$ cat src/rtl/pwm_cap_pkg.sv
package pwm_cap_pkg;
  localparam int CODE_W     = 2;
  localparam int EDGE_CNT_W = (1 << CODE_W) - 1;
  localparam int N_CH       = 2;
  localparam int CH_RISE    = 0;
  localparam int CH_FALL    = 1;

  typedef logic [CODE_W-1:0]     edge_code_t;
  typedef logic [EDGE_CNT_W-1:0] edge_cnt_t;

  // wrap value of the edge counter: 2^code - 1
  function automatic edge_cnt_t edge_mask(edge_code_t code);
    edge_cnt_t m;
    m = '0;
    for (int i = 0; i < EDGE_CNT_W; i++) begin
      if (i < int'(code)) m[i] = 1'b1;
    end
    return m;
  endfunction
endpackage

$ cat src/rtl/pwm_cap_sync.sv
module pwm_cap_sync #(
  parameter int STAGES = 2
) (
  input  logic clk,
  input  logic rst_n,
  input  logic din,
  output logic rise_det,
  output logic fall_det
);
  logic [STAGES-1:0] sh_q;
  logic              prev_q;

  always_ff @(posedge clk or negedge rst_n) begin
    if (!rst_n) begin
      sh_q   <= '0;
      prev_q <= 1'b0;
    end else begin
      sh_q   <= {sh_q[STAGES-2:0], din};
      prev_q <= sh_q[STAGES-1];
    end
  end

  assign rise_det = sh_q[STAGES-1] & ~prev_q;
  assign fall_det = ~sh_q[STAGES-1] & prev_q;
endmodule

$ cat src/rtl/pwm_cap_timebase.sv
module pwm_cap_timebase #(
  parameter int CNT_W = 16,
  parameter int PSC_W = 16
) (
  input  logic             clk,
  input  logic             rst_n,
  input  logic             clr,
  input  logic [PSC_W-1:0] div,
  output logic [CNT_W-1:0] cnt_now
);
  logic [PSC_W-1:0] div_q;
  logic [CNT_W-1:0] cnt_q;
  logic             tick;

  assign tick    = (div_q >= div);
  // value the count reaches at this edge, tick included
  assign cnt_now = cnt_q + {{(CNT_W-1){1'b0}}, tick};

  always_ff @(posedge clk or negedge rst_n) begin
    if (!rst_n) begin
      div_q <= '0;
      cnt_q <= '0;
    end else if (clr) begin
      div_q <= '0;
      cnt_q <= '0;
    end else begin
      div_q <= tick ? '0 : div_q + PSC_W'(1);
      cnt_q <= cnt_now;
    end
  end
endmodule

$ cat src/rtl/pwm_cap_edge_div.sv
module pwm_cap_edge_div
  import pwm_cap_pkg::*;
(
  input  logic       clk,
  input  logic       rst_n,
  input  logic       en,
  input  edge_code_t code,
  input  logic       edge_in,
  output logic       fire
);
  edge_cnt_t  cnt_q;
  edge_code_t code_q;
  edge_cnt_t  wrap;
  logic       restart;

  assign wrap    = edge_mask(code);
  assign restart = !en || (code != code_q);
  assign fire    = edge_in && !restart && (cnt_q == wrap);

  always_ff @(posedge clk or negedge rst_n) begin
    if (!rst_n) begin
      cnt_q  <= '0;
      code_q <= '0;
    end else begin
      code_q <= code;
      if (restart)      cnt_q <= '0;
      else if (edge_in) cnt_q <= (cnt_q == wrap) ? '0 : cnt_q + EDGE_CNT_W'(1);
    end
  end
endmodule

$ cat src/rtl/pwm_capture_top.sv
module pwm_capture_top
  import pwm_cap_pkg::*;
#(
  parameter int CNT_W    = 16,
  parameter int PSC_W    = 16,
  parameter int SYNC_STG = 2
) (
  input  logic             clk,
  input  logic             rst_n,
  input  logic             pulse_in,
  input  logic             cap_en,
  input  logic [1:0]       edge_psc,
  input  logic [PSC_W-1:0] clk_div,
  input  logic             rd_rise,
  input  logic             rd_fall,
  output logic [CNT_W-1:0] rise_cap,
  output logic [CNT_W-1:0] fall_cap,
  output logic             rise_flag,
  output logic             fall_flag,
  output logic             rise_ovr,
  output logic             fall_ovr,
  output logic             rise_req,
  output logic             fall_req
);
  logic [N_CH-1:0] edge_det;
  logic [N_CH-1:0] fire;
  logic [N_CH-1:0] rd_clr;
  logic [N_CH-1:0] req_q, flag_q, ovr_q;
  logic [CNT_W-1:0] cap_q [N_CH];
  logic [CNT_W-1:0] cnt_now;

  pwm_cap_sync #(.STAGES(SYNC_STG)) u_sync (
    .clk      (clk),
    .rst_n    (rst_n),
    .din      (pulse_in),
    .rise_det (edge_det[CH_RISE]),
    .fall_det (edge_det[CH_FALL])
  );

  // timebase restarts on every recorded rising capture
  pwm_cap_timebase #(.CNT_W(CNT_W), .PSC_W(PSC_W)) u_tb (
    .clk     (clk),
    .rst_n   (rst_n),
    .clr     (!cap_en || fire[CH_RISE]),
    .div     (clk_div),
    .cnt_now (cnt_now)
  );

  assign rd_clr[CH_RISE] = rd_rise;
  assign rd_clr[CH_FALL] = rd_fall;

  for (genvar g = 0; g < N_CH; g++) begin : g_ch
    pwm_cap_edge_div u_ediv (
      .clk     (clk),
      .rst_n   (rst_n),
      .en      (cap_en),
      .code    (edge_psc),
      .edge_in (edge_det[g]),
      .fire    (fire[g])
    );

    always_ff @(posedge clk or negedge rst_n) begin
      if (!rst_n) begin
        cap_q[g]  <= '0;
        req_q[g]  <= 1'b0;
        flag_q[g] <= 1'b0;
        ovr_q[g]  <= 1'b0;
      end else begin
        req_q[g] <= fire[g];
        if (fire[g]) begin
          cap_q[g]  <= cnt_now;
          flag_q[g] <= 1'b1;
          ovr_q[g]  <= flag_q[g] & ~rd_clr[g];
        end else if (rd_clr[g]) begin
          flag_q[g] <= 1'b0;
          ovr_q[g]  <= 1'b0;
        end
      end
    end
  end

  assign rise_cap  = cap_q[CH_RISE];
  assign fall_cap  = cap_q[CH_FALL];
  assign rise_req  = req_q[CH_RISE];
  assign fall_req  = req_q[CH_FALL];
  assign rise_flag = flag_q[CH_RISE];
  assign fall_flag = flag_q[CH_FALL];
  assign rise_ovr  = ovr_q[CH_RISE];
  assign fall_ovr  = ovr_q[CH_FALL];
endmodule

$ cat config.mk
export PLATFORM = sky130hd
export DESIGN_NAME = pwm_capture_top
export DESIGN_NICKNAME = d
export VERILOG_FILES = /design/src/rtl/pwm_cap_pkg.sv /design/src/rtl/pwm_cap_sync.sv /design/src/rtl/pwm_cap_timebase.sv /design/src/rtl/pwm_cap_edge_div.sv /design/src/rtl/pwm_capture_top.sv
export SDC_FILE = /design/constraint.sdc
export NUM_CORES = 1
export LEC_CHECK = 0
export BUFFER_PORTS_ARGS = -buffer_cell sky130_fd_sc_hd__clkbuf_2
export CAP_MARGIN = 5
export CORE_ASPECT_RATIO = 1.1
export CORE_MARGIN = 10
export CORE_UTILIZATION = 50
export CTS_CLUSTER_DIAMETER = 40
export DETAILED_ROUTE_END_ITERATION = 6
export GPL_TIMING_DRIVEN = 1
export HOLD_SLACK_MARGIN = 0.08
export PLACE_DENSITY = 0.72
export SYNTH_ARGS = -nofsm -noshare
export SYNTH_HDL_FRONTEND = slang
export SYNTH_SLANG_ARGS = --single-unit
$ cat constraint.sdc
create_clock -name clk -period 4.6 [get_ports clk]
set_input_delay 0.69 -clock clk [delete_from_list [all_inputs] [get_ports clk]]
set_output_delay 0.69 -clock clk [all_outputs]
set_load 0.01 [all_outputs]
# Word-level counts from Yosys, hierarchy flattened
# Cells that the tools add are included.
# classes
addsub,4
n_lt_le_gt_ge,4
eq_ne,3
muxes,18
n_bitwise,8
reduce_logical,12
# op_table
cell,count
$mux W16,3
$mux W3,6
$add A16 B1 Y16,1
$add A16 B1 Y16 const B,1
$ge A16 B16 Y1,1
$mux W1,9
$reduce_bool A2 Y1,4
$add A3 B1 Y3 const B,2
$eq A3 B3 Y1,2
$and A1 B1 Y1,4
$logic_and A1 B1 Y1,4
$lt A1 B2 Y1 const A,2
$not A1 Y1,4
$logic_not A1 Y1,2
$logic_or A1 B1 Y1,2
$lt A2 B2 Y1 const A,1
$ne A2 B2 Y1,1
# word_totals
ff_bits,81
inputBits,24
output_inout_bits,38
elab_cells,64

# Logic depth before layout (Yosys ltp)
# Gate-level depths: netlist of the first run.
# logic_depth
ltp_word,7
depth_mapped,13
ltp_nobuf,13

# Hierarchy
# A second synthesis of the first run with hierarchy kept.
# unflattened
cells_unflattened,349
area_unflattened_um2,4146.5
# by_module_without_submodules
mod,instances,cells_per_inst,area_each_um2,seq_area_each_um2
pwm_cap_timebase,1,201,1981.9,800.8
pwm_capture_top,1,83,1486.4,950.9
pwm_cap_edge_div,2,30,294.0,125.1
pwm_cap_sync,1,5,90.1,75.1

# Worst setup path after synthesis of the first run
# No wires, ideal clock.
# synth_path
kind,input port to flip-flop
start,input port clk_div[0]
end,register cap_q (netlist bit rise_cap[14])
setup_time_ps,135
arrival_ps,2634
required_ps,4465
path_slack_ps,1831
cell_stages,12
path_buffers,0
path_cell_list,ha_1 > nand2b_1 > a2111oi_0 > o21a_1 > o21ai_0 > ha_1 > ha_1 > nand3_1 > nor2_1 > nand4_1 > xor2_1 > o21ai_0
# synth_between
elab_chain_len,2
# synth_lines
item,line,text
"start, declared",pwm_capture_top.sv:13,"input logic [PSC_W-1:0] clk_div,"
$ge A16 B16 Y1,pwm_cap_timebase.sv:15,assign tick = (div_q >= div);
$add A16 B1 Y16,pwm_cap_timebase.sv:17,"assign cnt_now = cnt_q + {{(CNT_W-1){1'b0}}, tick};"
"end signal, assigned by index",pwm_capture_top.sv:71,cap_q[g] <= cnt_now;
"end, declared",pwm_capture_top.sv:29,logic [CNT_W-1:0] cap_q [N_CH];
# Every way passes these cells.
# A chain may end at the register's enable or synchronous reset.

# Worst setup path after layout of the first run
# layout_path
start,input port clk_div[14]
end,register cap_q (netlist bit rise_cap[14])
# The elaborated chain is that of the path after synthesis.

==> impl_metrics.csv, run 1 <==
group,metric,value,unit
cells_and_area,multi_input_area,1650,um2
critical_path,cp_max_fo,4,
critical_path,reg2reg_slack,1.79,ns
power,peakVddDrop,0.000206,V
grt,grt_usage,13.5,%
clock_network,cts_buffer_depth,2,
place,place.gp.congestion,0.754,
timing,setup_tns,0,ns
worst_hold_path,hold_depth,0,
place,port_buffers,61,
clock_network,clk_pin_slew,0.08,ns
place,dpl.hpwl,5.38,mm
grt,grt_overflow,0,
clock_network,tritoncts,"built",
critical_path,r2r-start,"u_tb.div_q[0]",
cells_and_area,layout_common_cells,"dfrtp_1 (81), clkbuf_2 (60), nor2_1 (54)",
timing,finalHoldViolCount,0,
critical_path,startpoint,"clk_div[14]",
synth,synth-edff-count,0,
grt,grt_first_pass_wirelength,12.9,mm
power,p_leak,2.23,nW
grt,antenna_found_initial,0,
route,routed-via-count,2741,
synth,ys_top_cells_by_area,"dfrtp_1 (53%), ha_1 (7.2%), nor2_1 (5.3%)",
die,num_rows,33,
die,die_y,112,um
cells_and_area,antenna-diode-count,0,
route,drt_iter0_markers,77,
synth,synth.yosys.seq_area_share,53.3,%
cells_and_area,n_fill_cell,673,
die,coreArea,7430,um2
cells_and_area,regArea,2030,um2
worst_hold_path,min_from,"u_sync.sh_q[0]",
power,power-per-cell-area,321,nW/um2
synth,synth_nets,416,
timing,relSlewSlack,34.7,%
clock_network,hold_buffers,0,
status,outcome,"complete, no violations",
clock_network,postCtsSetupBuffers,0,
job,max_cap_viol_count,0,
cells_and_area,layout-drive-gt1-share,19.5,%
synth,synthArstFlopShare,100,%
critical_path,end_kind,"flip-flop",
clock_network,cts_buffers,9,
die,io_pins,62,
critical_path,arrival,3.01,ns
clock_network,clkLatencyLatePin,0.33,ns
timing,clock_skew,0.00971,ns
synth,netlist_instances,370,
critical_path,max_stage_delay,0.38,ns
die,die-width,103,um
worst_hold_path,hp-class,"flip-flop to flip-flop",
grt,grt_max_degree,82,
critical_path,path_class,"primary input to flip-flop",
cells_and_area,nets,482,
critical_path,cpLargestDelayFamily,"compound AO/OA/AOI/OAI gates",
route,drt-wirelength-per-cell,13.9,um
clock_network,cts_root_buf,"clkbuf_8",
timing,slew_viol_final,0,
critical_path,cp_num_buf_inv,2,
timing,finalWorstSetupSlack,1.79,ns
critical_path,timing.rr.end,"rise_cap[14]",
route,drc,0,
cells_and_area,syn2layout_area_growth,15.0,%
critical_path,startpoint_type,"primary input",
worst_hold_path,hold_end,"u_sync.sh_q[1]",
timing,fmax,0.355,GHz
timing,fin_crit_sh,61.2,%
route,ant_nets,0,
timing,finalSetupViolations,0,
place,preCtsSetupSlack,1.43,ns
synth,synth_top_area_share,53.3,%
synth,synth_flop_cell,"dfrtp_1",
timing,min_period,2.81,ns
critical_path,path_cells,"clkbuf_2, inv_1, ha_1, a21oi_1, nand2_1, a221oi_1, o21ai_0, ha_1, ha_1, nand3_1, nor2_1, nand4_1, xor2_1, o21ai_0",
die,die-area,11500,um2
grt,first_global_vias,2902,
route,drt_first_pass_iters,4,
clock_network,htree_levels,3,
route,viasPerCell,5.19,
critical_path,required,4.80,ns
route,drt-total-wl,7.33,mm
synth,yosys_register_bits,81,
synth,netlist_area,3810,um2
critical_path,worstRegToRegCells,13,
cells_and_area,layout_commonest_cell,"dfrtp_1",
timing,tightest_slew,0.980,ns
synth,syn_area_per_cell,10.3,um2
critical_path,cpMostUsedCell,"ha_1",
clock_network,cts_resized,0,
die,start_util,51.2,%
synth,yosysUniqueCellTypes,42,
synth,post-synth-top-area-cell,"dfrtp_1",
timing,rsz0062_at_grt,"false",
critical_path,slowest_stage,"a221oi_1",
synth,yosys_warnings,0,
clock_network,cts.sinks,81,
[synth_stat cells (5+ instances only)]
cell	count
dfrtp_1	81
nor2_1	54
nand2_1	29
a21oi_1	22
ha_1	22
inv_1	21
o21ai_0	21
nand3_1	19
xor2_1	19
xnor2_1	13
and3_1	8
nand4_1	5
[cell type report]
| class | count | share of cell area [%] |
|---|---|---|
| clock buffer | 11 | 3.00 |
| clock inverter | 5 | 1.29 |
| inverter | 21 | 1.80 |
| multi-input combinational | 259 | 37.6 |
| sequential | 81 | 46.3 |
| tap | 87 | 2.49 |
| timing repair buffer | 64 | 7.55 |
[how the worst max path moves through the flow]
stage / cells past startpoint / end / slack, ns
6_report: 14 / rise_cap[14] / 1.79
5_1_grt: 14 / rise_cap[14] / 1.48
4_1_cts: 13 / rise_cap[14] / 1.75
3_5_place_dp: 14 / rise_cap[14] / 1.43
3_3_place_gp: 13 / rise_cap[14] / 1.53
2_1_floorplan: 12 / rise_cap[14] / 1.83
[through the flow]
step | area, um2 | instances | hold slack [ns] | utilization, % | power [mW]
4_1_cts | 4370 | 527 | 0.360 | 58.8 | 1.43
2_1_floorplan | 3810 | 370 | 0.331 | - | 0.860
3_3_place_gp | 4180 | 511 | 0.335 | 56.3 | 0.931
6_report | 4380 | 528 | 0.356 | 58.9 | 1.41
5_1_grt | 4380 | 528 | 0.373 | 58.9 | 1.48
3_5_place_dp | 4180 | 511 | 0.341 | 56.3 | 0.937
[per-layer routing]
metal  part of all wire, %  GRT usage (%)
met5                     0              0
met2                    47           22.0
met4                  0.93           4.18
met3                   6.4           3.96
met1                    46           16.7
[power breakdown]
part	switching [mW]	leakage, nW	internal [mW]
combinational	0.0871	1.03	0.0605
sequential	0.0222	1.10	0.749
clock	0.237	0.0933	0.250
total	0.346	2.23	1.06
[registers in the layout, indices dropped and copies added (netlist names), 2 cells and up]
signal / flops
fall_cap: 16
u_sync.sh_q: 2
u_tb.cnt_q: 16
u_tb.div_q: 16
rise_cap: 16
g_ch.u_ediv.code_q: 2
g_ch.u_ediv.cnt_q: 6
[kinds of logic (layout without fill, tap and decap cells)]
family	Yosys count	after routing	share of synthesized area, %
buffers and inverters	30	101	3.62
adders and majority gates	22	22	7.23
DFF	81	81	53.3
AOI/OAI and AO/OA	57	57	8.94
xor gates and xnor gates	32	32	7.36
and+or+nand+nor	142	142	17.9
muxes	6	6	1.71
Note: power is estimated with default switching activity, not from simulation.
==> run 2, diff against run 1 <==
--- a/config.mk
+++ b/config.mk
@@ -5,6 +5,7 @@
 export SDC_FILE = /design/constraint.sdc
 export NUM_CORES = 1
 export LEC_CHECK = 0
+export ABC_AREA = 1
 export BUFFER_PORTS_ARGS = -buffer_cell sky130_fd_sc_hd__clkbuf_2
 export CAP_MARGIN = 5
 export CORE_ASPECT_RATIO = 1.1
@@ -14,7 +15,7 @@
 export DETAILED_ROUTE_END_ITERATION = 6
 export GPL_TIMING_DRIVEN = 1
 export HOLD_SLACK_MARGIN = 0.08
-export PLACE_DENSITY = 0.72
+export PLACE_DENSITY = 0.71
 export SYNTH_ARGS = -nofsm -noshare
 export SYNTH_HDL_FRONTEND = slang
 export SYNTH_SLANG_ARGS = --single-unit
==> constraint.sdc (replaced) <==
create_clock -name clk -period 2.9 [get_ports clk]
set_input_delay 0.435 -clock clk [delete_from_list [all_inputs] [get_ports clk]]
set_output_delay 0.435 -clock clk [all_outputs]
set_load 0.01 [all_outputs]
==> run 2 against run 1 <==
Effect of this change: core utilization grew 0.50 points; highest routed layer unchanged; sequential power rose by 48%; via count up 18%; critical endpoint is now u_tb.cnt_q[14].
==> impl_metrics.csv, run 2 <==
group,metric,value,unit
status,outcome,"complete, no violations",
die,num_rows,34,
worst_hold_path,hold_depth,1,
route,drc,0,
critical_path,max_stage_delay,0.45,ns
synth,yosys_register_bits,81,
synth,synth-edff-count,0,
critical_path,reg2reg_slack,0.32,ns
critical_path,cp_max_fo,5,
place,port_buffers,61,
critical_path,worstRegToRegCells,14,
timing,finalSetupViolations,0,
die,io_pins,62,
die,die-width,107,um
clock_network,htree_levels,3,
cells_and_area,n_fill_cell,754,
clock_network,cts.sinks,81,
die,die_y,116,um
power,p_leak,2.45,nW
synth,syn_area_per_cell,8.47,um2
timing,tightest_slew,0.979,ns
synth,synth.yosys.seq_area_share,48.7,%
power,power-per-cell-area,447,nW/um2
cells_and_area,layout-drive-gt1-share,16.4,%
timing,setup_tns,0,ns
cells_and_area,layout_common_cells,"nand2_1 (117), dfrtp_1 (81), nor2_1 (70)",
place,dpl.hpwl,6.19,mm
critical_path,cpMostUsedCell,"nand2_1",
grt,grt_max_degree,82,
timing,relSlewSlack,34.8,%
timing,finalHoldViolCount,0,
route,viasPerCell,4.86,
route,drt_iter0_markers,158,
synth,synth_flop_cell,"dfrtp_1",
clock_network,cts_root_buf,"clkbuf_8",
critical_path,slowest_stage,"dfrtp_1",
timing,fmax,0.388,GHz
critical_path,timing.rr.end,"u_tb.cnt_q[14]",
synth,ys_top_cells_by_area,"dfrtp_1 (49%), nand2_1 (11%), ha_1 (6.6%)",
power,peakVddDrop,0.000288,V
synth,synth_nets,537,
synth,synthArstFlopShare,100,%
route,drt_first_pass_iters,4,
clock_network,cts_buffers,9,
critical_path,r2r-start,"u_tb.div_q[11]",
synth,netlist_area,4160,um2
cells_and_area,syn2layout_area_growth,14.2,%
synth,netlist_instances,491,
clock_network,hold_buffers,0,
critical_path,startpoint_type,"flip-flop",
timing,min_period,2.58,ns
timing,slew_viol_final,0,
critical_path,path_class,"flip-flop to flip-flop",
grt,first_global_vias,3170,
place,place.gp.congestion,0.884,
die,coreArea,8000,um2
grt,grt_first_pass_wirelength,14.3,mm
clock_network,cts_buffer_depth,2,
grt,grt_usage,13.9,%
worst_hold_path,hp-class,"primary input to flip-flop",
grt,antenna_found_initial,0,
worst_hold_path,hold_end,"u_sync.sh_q[0]",
clock_network,clk_pin_slew,0.08,ns
worst_hold_path,min_from,"pulse_in",
synth,yosys_warnings,0,
timing,fin_crit_sh,88.9,%
critical_path,end_kind,"flip-flop",
job,max_cap_viol_count,0,
route,routed-via-count,3245,
timing,rsz0062_at_grt,"false",
cells_and_area,nets,601,
cells_and_area,layout_commonest_cell,"nand2_1",
grt,grt_overflow,0,
synth,post-synth-top-area-cell,"dfrtp_1",
clock_network,tritoncts,"built",
route,drt-wirelength-per-cell,12.4,um
timing,clock_skew,0.00827,ns
clock_network,clkLatencyLatePin,0.35,ns
power,total_power,2.12,mW
clock_network,postCtsSetupBuffers,0,
route,ant_nets,0,
critical_path,arrival,2.82,ns
clock_network,cts_resized,0,
cells_and_area,antenna-diode-count,0,
die,die-area,12400,um2
die,start_util,52.0,%
synth,yosysUniqueCellTypes,26,
critical_path,path_cells,"ha_1, nand2_1, o21bai_1, a21oi_1, nor2_1, nand2_1, ha_1, ha_1, inv_1, nor3_1, nand3_1, nand2_1, nand2_1, and3_1",
route,drt-total-wl,8.29,mm
synth,synth.most_common_cell,"nand2_1",
synth,synth_top_area_share,48.7,%
critical_path,required,3.14,ns
synth,netlist_top_cells_count,"nand2_1 (117), dfrtp_1 (81), nor2_1 (70), inv_1 (57), nand3_1 (29)",
[run 2: per-stage QoR]
stage | worst slack (ns) | hold WS, ns | utilization, % | area [um2] | instances
after CTS | 0.299 | 0.175 | 59.4 | 4750 | 668
after floorplan | 0.280 | 0.139 | - | 4160 | 491
final | 0.321 | 0.187 | 59.4 | 4750 | 668
after detailed placement | 0.230 | 0.338 | 56.8 | 4540 | 652
after global routing | 0.0845 | 0.174 | 59.4 | 4750 | 668
after global placement | 0.322 | 0.336 | 56.8 | 4540 | 652
[run 2: kinds of logic (layout without fill, tap and decap cells)]
group | after synthesis | after routing | share of synthesized area, %
buffers and inverters | 70 | 139 | 7.46
DFF | 81 | 81 | 48.7
xor gates and xnor gates | 30 | 30 | 6.77
adders and majority gates | 22 | 22 | 6.62
AOI/OAI and AO/OA | 49 | 49 | 6.41
and+or+nand+nor | 239 | 239 | 24.0
[run 2: layout make-up]
class,count,area [um2],area share [%]
Inverter,58,218,4.58
Timing Repair Buffer,65,338,7.11
Tap cell,108,135,2.84
Multi-Input combinational cell,340,1820,38.3
Clock inverter,5,80.1,1.69
Clock buffer,11,131,2.77
Sequential cell,81,2030,42.7
[run 2: layer usage]
layer | part of all wire, % | track usage, % | wire, um | vias up
met3 | 5.0 | 4.22 | 414 | 10
met1 | 45 | 16.8 | 3720 | 1505
met2 | 49 | 23.0 | 4060 | 59
li1 | - | - | - | 1671
met5 | 0 | 0 | 0 | -
met4 | 1.1 | 5.24 | 88 | 0
[run 2: how the worst max path moves through the flow]
stage | startpoint | endpoint | slack [ns] | cells after the start
floorplan | clk_div[9] | fall_cap[12] | 0.28 | 16
global placement | clk_div[1] | u_tb.cnt_q[14] | 0.32 | 19
detailed placement | clk_div[1] | u_tb.cnt_q[14] | 0.23 | 19
CTS | u_tb.div_q[11] | u_tb.cnt_q[14] | 0.30 | 14
global route | u_tb.div_q[13] | u_tb.cnt_q[14] | 0.08 | 13
finish | u_tb.div_q[11] | u_tb.cnt_q[14] | 0.32 | 14
[run 2: critical path, delay by kind of cell (launching register included)]
kind	cells	cell delay [ns]
AND/OR/NAND/NOR	8	1.02
buffers and inverters	1	0.05
adder cells (fa/ha/maj)	3	0.69
AO/OA/AOI/OAI	2	0.27
flip-flops	1	0.45
[run 2: power breakdown]
group	internal (mW)	leakage, nW	switching, mW	total [mW]
logic	0.0390	1.23	0.0716	0.111
registers	1.14	1.12	0.00676	1.14
clock network	0.484	0.0995	0.385	0.869
